`src/rtl/loop_seq_pkg.sv`:
```
package loop_seq_pkg;

    parameter int ADDR_W = 6;
    parameter int CTRL_W = 8;
    parameter int CNT_W  = 8;
    parameter int SEL_W  = 2;
    localparam int NCOND  = 1 << SEL_W;
    localparam int NWORDS = 1 << ADDR_W;

    typedef enum logic [2:0] {
        OP_NOP  = 3'd0,
        OP_FOR  = 3'd1,
        OP_CALL = 3'd2,
        OP_BRC  = 3'd3,
        OP_HALT = 3'd4
    } op_e;

    typedef struct packed {
        op_e               op;
        logic [CTRL_W-1:0] ctrl;
        logic [ADDR_W-1:0] a;
        logic [ADDR_W-1:0] b;
        logic [CNT_W-1:0]  n;
    } instr_t;

    typedef struct packed {
        logic [ADDR_W-1:0] beg_a;
        logic [ADDR_W-1:0] last_a;
        logic [CNT_W-1:0]  cnt;
        logic [ADDR_W-1:0] ret_a;
    } stk_ent_t;

    typedef enum logic [1:0] {
        ST_IDLE = 2'd0,
        ST_RUN  = 2'd1,
        ST_DONE = 2'd2,
        ST_ERR  = 2'd3
    } seq_st_e;

    function automatic instr_t mk_instr(input op_e op, input int addr,
                                        input int a, input int b, input int n);
        instr_t w;
        w.op   = op;
        w.ctrl = CTRL_W'(128 + addr);
        w.a    = ADDR_W'(a);
        w.b    = ADDR_W'(b);
        w.n    = CNT_W'(n);
        return w;
    endfunction

endpackage

```
`src/rtl/loop_seq_rom.sv`:
```
module loop_seq_rom
    import loop_seq_pkg::*;
(
    input  logic [ADDR_W-1:0] addr_i,
    output instr_t            instr_o
);

    int k;

    always_comb begin
        k = int'(addr_i);
        unique case (addr_i)
            ADDR_W'(1):  instr_o = mk_instr(OP_FOR,  k, 2, 4, 3);
            ADDR_W'(5):  instr_o = mk_instr(OP_FOR,  k, 6, 9, 2);
            ADDR_W'(6):  instr_o = mk_instr(OP_FOR,  k, 7, 8, 2);
            ADDR_W'(10): instr_o = mk_instr(OP_FOR,  k, 11, 11, 0);
            ADDR_W'(12): instr_o = mk_instr(OP_CALL, k, 20, 22, 0);
            ADDR_W'(13): instr_o = mk_instr(OP_BRC,  k, 13, 0, 0);
            ADDR_W'(14): instr_o = mk_instr(OP_BRC,  k, 16, 0, 1);
            ADDR_W'(16): instr_o = mk_instr(OP_FOR,  k, 17, 17, 4);
            ADDR_W'(18): instr_o = mk_instr(OP_BRC,  k, 24, 0, 2);
            ADDR_W'(19): instr_o = mk_instr(OP_HALT, k, 0, 0, 0);
            ADDR_W'(23): instr_o = mk_instr(OP_HALT, k, 0, 0, 0);
            ADDR_W'(24): instr_o = mk_instr(OP_CALL, k, 24, 25, 0);
            ADDR_W'(0), ADDR_W'(2), ADDR_W'(3), ADDR_W'(4), ADDR_W'(7),
            ADDR_W'(8), ADDR_W'(9), ADDR_W'(11), ADDR_W'(15), ADDR_W'(17),
            ADDR_W'(20), ADDR_W'(21), ADDR_W'(22), ADDR_W'(25):
                         instr_o = mk_instr(OP_NOP,  k, 0, 0, 0);
            default:     instr_o = mk_instr(OP_HALT, k, 0, 0, 0);
        endcase
    end

endmodule

```
`src/rtl/loop_seq_stack.sv`:
```
module loop_seq_stack
    import loop_seq_pkg::*;
#(
    parameter int DEPTH = 128
) (
    input  logic     clk,
    input  logic     rst_n,
    input  logic     clr_i,
    input  logic     push_i,
    input  logic     pop_i,
    input  logic     dec_i,
    input  stk_ent_t ent_i,
    output stk_ent_t top_o,
    output logic     empty_o,
    output logic     full_o
);

    localparam int IW  = (DEPTH > 1) ? $clog2(DEPTH) : 1;
    localparam int SPW = $clog2(DEPTH + 1);

    stk_ent_t         mem [DEPTH];
    logic [SPW-1:0]   sp_q, sp_d;
    logic [IW-1:0]    top_idx;
    logic [IW-1:0]    push_idx;

    assign top_idx  = IW'(sp_q - SPW'(1));
    assign push_idx = IW'(sp_q);
    assign empty_o  = (sp_q == '0);
    assign full_o   = (sp_q == SPW'(DEPTH));
    assign top_o    = mem[top_idx];

    always_comb begin
        sp_d = sp_q;
        if (clr_i) begin
            sp_d = '0;
        end else if (push_i) begin
            sp_d = sp_q + SPW'(1);
        end else if (pop_i) begin
            sp_d = sp_q - SPW'(1);
        end
    end

    always_ff @(posedge clk or negedge rst_n) begin
        if (!rst_n) begin
            sp_q <= '0;
        end else begin
            sp_q <= sp_d;
        end
    end

    always_ff @(posedge clk) begin
        if (push_i && !clr_i) begin
            mem[push_idx] <= ent_i;
        end else if (dec_i && !clr_i) begin
            mem[top_idx].cnt <= mem[top_idx].cnt - CNT_W'(1);
        end
    end

    AST_SP_BOUND: assert property (@(posedge clk) disable iff (!rst_n)
        sp_q <= SPW'(DEPTH));

    AST_PUSH_NOT_FULL: assert property (@(posedge clk) disable iff (!rst_n)
        push_i |-> !full_o);

    AST_POP_LEVEL: assert property (@(posedge clk) disable iff (!rst_n)
        (pop_i && !clr_i) |=> (sp_q == $past(sp_q) - SPW'(1)));

    AST_POP_NOT_EMPTY: assert property (@(posedge clk) disable iff (!rst_n)
        (pop_i || dec_i) |-> !empty_o);

endmodule

```
`src/rtl/loop_seq.sv`:
```
module loop_seq
    import loop_seq_pkg::*;
#(
    parameter int STACK_DEPTH = 128
) (
    input  logic              clk,
    input  logic              rst_n,
    input  logic              start_i,
    input  logic [NCOND-1:0]  cond_i,
    output logic [CTRL_W-1:0] ctrl_o,
    output logic              done_o,
    output logic              ovf_o
);

    typedef struct packed {
        seq_st_e           st;
        logic [ADDR_W-1:0] pc;
    } seq_t;

    seq_t     seq_q, seq_d;
    instr_t   ins;
    stk_ent_t top, ent;
    logic     stk_empty, stk_full;
    logic     clr, push, pop, dec;
    logic     running, at_end;

    loop_seq_rom u_rom (
        .addr_i  (seq_q.pc),
        .instr_o (ins)
    );

    loop_seq_stack #(.DEPTH(STACK_DEPTH)) u_stack (
        .clk     (clk),
        .rst_n   (rst_n),
        .clr_i   (clr),
        .push_i  (push),
        .pop_i   (pop),
        .dec_i   (dec),
        .ent_i   (ent),
        .top_o   (top),
        .empty_o (stk_empty),
        .full_o  (stk_full)
    );

    assign running = (seq_q.st == ST_RUN);
    assign at_end  = running && !stk_empty && (seq_q.pc == top.last_a);

    always_comb begin
        seq_d = seq_q;
        clr   = 1'b0;
        push  = 1'b0;
        pop   = 1'b0;
        dec   = 1'b0;
        ent   = '0;
        unique case (seq_q.st)
            ST_IDLE, ST_DONE: begin
                if (start_i) begin
                    seq_d.st = ST_RUN;
                    seq_d.pc = '0;
                    clr      = 1'b1;
                end
            end
            ST_RUN: begin
                if (at_end) begin
                    if (top.cnt > CNT_W'(1)) begin
                        dec      = 1'b1;
                        seq_d.pc = top.beg_a;
                    end else begin
                        pop      = 1'b1;
                        seq_d.pc = top.ret_a;
                    end
                end else begin
                    unique case (ins.op)
                        OP_FOR: begin
                            if (ins.n == '0) begin
                                seq_d.pc = ins.b + ADDR_W'(1);
                            end else if (stk_full) begin
                                seq_d.st = ST_ERR;
                            end else begin
                                push         = 1'b1;
                                ent.beg_a    = ins.a;
                                ent.last_a   = ins.b;
                                ent.cnt      = ins.n;
                                ent.ret_a    = ins.b + ADDR_W'(1);
                                seq_d.pc     = ins.a;
                            end
                        end
                        OP_CALL: begin
                            if (stk_full) begin
                                seq_d.st = ST_ERR;
                            end else begin
                                push         = 1'b1;
                                ent.beg_a    = ins.a;
                                ent.last_a   = ins.b;
                                ent.cnt      = CNT_W'(1);
                                ent.ret_a    = seq_q.pc + ADDR_W'(1);
                                seq_d.pc     = ins.a;
                            end
                        end
                        OP_BRC: begin
                            if (cond_i[ins.n[SEL_W-1:0]]) begin
                                seq_d.pc = ins.a;
                            end else begin
                                seq_d.pc = seq_q.pc + ADDR_W'(1);
                            end
                        end
                        OP_HALT: begin
                            seq_d.st = ST_DONE;
                        end
                        default: begin
                            seq_d.pc = seq_q.pc + ADDR_W'(1);
                        end
                    endcase
                end
            end
            default: begin
                seq_d = seq_q;
            end
        endcase
    end

    always_ff @(posedge clk or negedge rst_n) begin
        if (!rst_n) begin
            seq_q.st <= ST_IDLE;
            seq_q.pc <= '0;
        end else begin
            seq_q <= seq_d;
        end
    end

    assign ctrl_o = running ? ins.ctrl : '0;
    assign done_o = (seq_q.st == ST_DONE);
    assign ovf_o  = (seq_q.st == ST_ERR);

    AST_LOOP_BACK: assert property (@(posedge clk) disable iff (!rst_n)
        (at_end && top.cnt > CNT_W'(1)) |=> (seq_q.pc == $past(top.beg_a)));

    AST_ZERO_SKIP: assert property (@(posedge clk) disable iff (!rst_n)
        (running && !at_end && ins.op == OP_FOR && ins.n == '0)
            |=> (seq_q.pc == $past(ins.b) + ADDR_W'(1)));

    AST_HALT_DONE: assert property (@(posedge clk) disable iff (!rst_n)
        (running && !at_end && ins.op == OP_HALT) |=> (done_o && ctrl_o == '0));

    AST_OVF_STICKY: assert property (@(posedge clk) disable iff (!rst_n)
        ovf_o |=> (ovf_o && ctrl_o == '0));

    AST_START_ZERO: assert property (@(posedge clk) disable iff (!rst_n)
        (!running && !ovf_o && start_i) |=> (running && seq_q.pc == '0));

endmodule

```
`config.mk`:
```
export PLATFORM = sky130hd
export DESIGN_NAME = loop_seq
export DESIGN_NICKNAME = d
export VERILOG_FILES = /design/src/rtl/loop_seq_pkg.sv /design/src/rtl/loop_seq_rom.sv /design/src/rtl/loop_seq_stack.sv /design/src/rtl/loop_seq.sv
export SDC_FILE = /design/constraint.sdc
export NUM_CORES = 2
export LEC_CHECK = 0
export BUFFER_PORTS_ARGS = -buffer_cell sky130_fd_sc_hd__clkbuf_2
export CORE_MARGIN = 2
export CORE_UTILIZATION = 40
export CTS_CLUSTER_DIAMETER = 80
export DETAILED_ROUTE_END_ITERATION = 7
export PLACE_DENSITY = 0.6
export SETUP_SLACK_MARGIN = 0.4
export SKIP_CTS_REPAIR_TIMING = 1
export SYNTH_ARGS = -nofsm -noshare
export SYNTH_HDL_FRONTEND = slang
export SYNTH_SLANG_ARGS = --single-unit
```
`constraint.sdc`:
```
create_clock -name clk -period 16.05 [get_ports clk]
set_input_delay 3.21 -clock clk [delete_from_list [all_inputs] [get_ports clk]]
set_output_delay 3.21 -clock clk [all_outputs]
set_load 0.01 [all_outputs]
```
==> results.ini <==
[floorplanning]
die_h_microns = 558
ioPinCount = 17
fp-row-count = 203
fp.dieW_microns = 558
die_area_sq_um = 311000
start_util_pct = 40.2
core_sq_um = 306000

[worst_setup_path]
rrSetupSlack_ps = 6010
r2r_start = u_stack.sp_q[0]$_DFFE_PN0P_
r2r_cells = 15
startpoint_type = register
worstPathMaxFanout = 89
rr_endpoint = u_stack.mem[3][7]$_DFFE_PP_
cp-end-kind = register
critical_path_class = reg2reg
critPathRequiredTime_ps = 16540
critPathArrivalTime_ps = 10520

[drt]
drt_iter0_markers = 7396
antenna_left = 0
wl_per_cell_microns = 30.8
dr.pass1.iters = 6
drt-total-wl_mm = 314
viasPerCell = 5.81
drc = 0
dr_total_vias = 59287

[cts]
cts_tree = done
path_clk_slew_ps = 60
cts_root_buffer = clkbuf_16
cts.sinks = 3088
clk_path_buf_depth = 4
cts_inserted_buffers = 321
htree_levels = 5
clk_latency_ps = 890

[power_and_ir_drop]
switchingPower_w = 0.00931
switching_share_pct = 35.5
power.leakage_nw = 40.2
worst_ir_drop_vdd_mv = 0.341
power.total_w = 0.0262
p_per_area_nw_per_um2 = 189
p_comb_share_pct = 37.2
clockPowerShare_pct = 27.9
p_seq_share_pct = 34.9
intPower_w = 0.0169

[cells_and_area]
design_area_sq_um = 139000
layout_common_cells = 3072 x edfxtp_1, 916 x mux4_2, 327 x clkbuf_16
finish.utilization_pct = 45.5
drive_gt1_share_pct = 30.5
fillers = 25125
final_common_cell = edfxtp_1
fin_nets = 5868
multiInputGateArea_sq_um = 29200
instances_no_fill = 10198
regArea_sq_um = 92700
syn_to_final_growth_pct = 13.3

[grt]
antenna_found_initial = 10
grt_pass1_wl_mm = 449
grtUsageTotal_pct = 20.1
grt_overflow = 0
grt_max_degree = 146
grt_pass1_vias = 59966

[synth]
synth_area_per_cell_sq_um = 22.2
ys.flop_type = edfxtp_1
yosysTopAreaCellShare_pct = 75.1
ys_seq_elements = 3088
synthesis.area_sq_um = 123000
netlist-cell-type-count = 107
ys_warn_count = 0
synth_edf_count = 3072
synth_seq_area_share_pct = 75.5
synth_area_leaders = edfxtp_1 75%, mux4_2 17%, nor2_1 0.65%
synthCells = 5532
synth_top_cell_by_area = edfxtp_1
async_flop_share_pct = 0.518

[sta]
drv_slew = 0
layout_worst_path_cycle_share_pct = 62.5
setup_viol = 0
period_needed_ps = 10040
hold_viol_final = 0
tns_ps = 0
rsz0062_at_grt = no
worst_pin_slew_ps = 1410
fmax_mhz = 99.6
slew_headroom_pct = 6.03
fin_skew_ps = 69.1

[min_path]
hold_path_end = u_stack.sp_q[7]$_DFFE_PN0P_
holdPathStages = 1
hp-class = reg2reg
hp-start = u_stack.sp_q[7]$_DFFE_PN0P_

[placed_design]
hpwlAfterDp_mm = 185
dpl.cell_count = 9628
gp_congestion = 0.889
dpl-instance-area_sq_um = 129000
port_buffers = 15

[job]
cap_violations = 0

[outcome]
status = finished clean

[worst max-delay path by stage]
| stage | end | startpoint | cells after the start |
|---|---|---|---|
| 2_1_floorplan | u_stack.mem[0][8]$_DFFE_PP_ | u_stack.sp_q[0]$_DFFE_PN0P_ | 26 |
| 5_1_grt | u_stack.mem[3][7]$_DFFE_PP_ | u_stack.sp_q[0]$_DFFE_PN0P_ | 15 |
| 4_1_cts | u_stack.mem[3][7]$_DFFE_PP_ | u_stack.sp_q[0]$_DFFE_PN0P_ | 15 |
| 6_report | u_stack.mem[3][7]$_DFFE_PP_ | u_stack.sp_q[0]$_DFFE_PN0P_ | 15 |
| 3_3_place_gp | u_stack.mem[7][7]$_DFFE_PP_ | u_stack.sp_q[0]$_DFFE_PN0P_ | 15 |
| 3_5_place_dp | u_stack.mem[38][7]$_DFFE_PP_ | u_stack.sp_q[0]$_DFFE_PN0P_ | 15 |
[critical path, cell delays in order (launching register included)]
cell,delay (ps)
dfrtp_4,810
buf_4,810
buf_4,740
buf_4,790
buf_4,820
mux4_2,590
mux2i_1,360
a32o_1,220
o22ai_1,200
or4_1,450
a221o_1,420
nor4_4,250
buf_4,450
nand2_2,480
o22ai_4,980
buf_4,810
[power groups by stage]
stage	Combinational, W	Sequential (W)	Clock [W]
after floorplan	0.00610	0.00929	0
after detailed placement	0.00976	0.00932	0
after global routing	0.0101	0.00915	0.00774
after CTS	0.00979	0.00915	0.00744
final	0.00976	0.00915	0.00732
after global placement	0.00975	0.00931	0
[stage by stage]
| step | worst slack, ps | hold WS (ps) |
|---|---|---|
| after floorplan | 4340 | 493 |
| after global placement | 5690 | 555 |
| after detailed placement | 5910 | 556 |
| after CTS | 5900 | 575 |
| after global routing | 5200 | 597 |
| final | 6010 | 602 |
[logic make-up after synthesis]
logic type	after synthesis	share of synthesized area, %
adder cells (fa/ha/maj)	10	0.102
multiplexers	976	17.3
AO/OA/AOI/OAI	321	2.12
XOR/XNOR	19	0.136
buffers and inverters	379	1.70
other	1	0.00305
AND/OR/NAND/NOR	738	3.18
flip-flops	3088	75.5
[cell type report]
class / count / share of cell area (%)
Timing Repair Buffer: 228 / 1.28
Antenna cell: 6 / 0.0108
Tap cell: 4100 / 3.69
Sequential cell: 3088 / 66.6
Clock inverter: 185 / 1.34
Inverter: 19 / 0.0513
Multi-Input combinational cell: 2193 / 21.0
Clock buffer: 379 / 6.02
[routing by layer]
layer	track usage, %	vias to the layer above	wire length [microns]
met2	32.0	2602	150000
met5	0	-	33
met3	3.65	526	24000
met1	27.8	32086	128000
li1	-	24067	-
met4	6.97	6	11700
[cell usage after synthesis (all sizes together), types with 10 or more instances]
cell,n
o21ai,74
dfrtp,16
nand3,156
o22ai,23
nor2b,10
nand2b,17
a2111oi,17
nand4,10
mux2i,46
nor2,223
and3,15
mux2,14
edfxtp,3072
a31oi,18
nand2,113
inv,17
buf,254
and2,20
a21oi,56
ha,10
nor4,24
mux4,916
nor3,122
clkbuf,106
a211oi,24
xnor2,13
[registers in the layout, summed over array words and instances (netlist names)]
name,cells
u_stack.sp_q,8
u_stack.mem,3072
seq_q,8
Power figures use the tool's default switching activity.
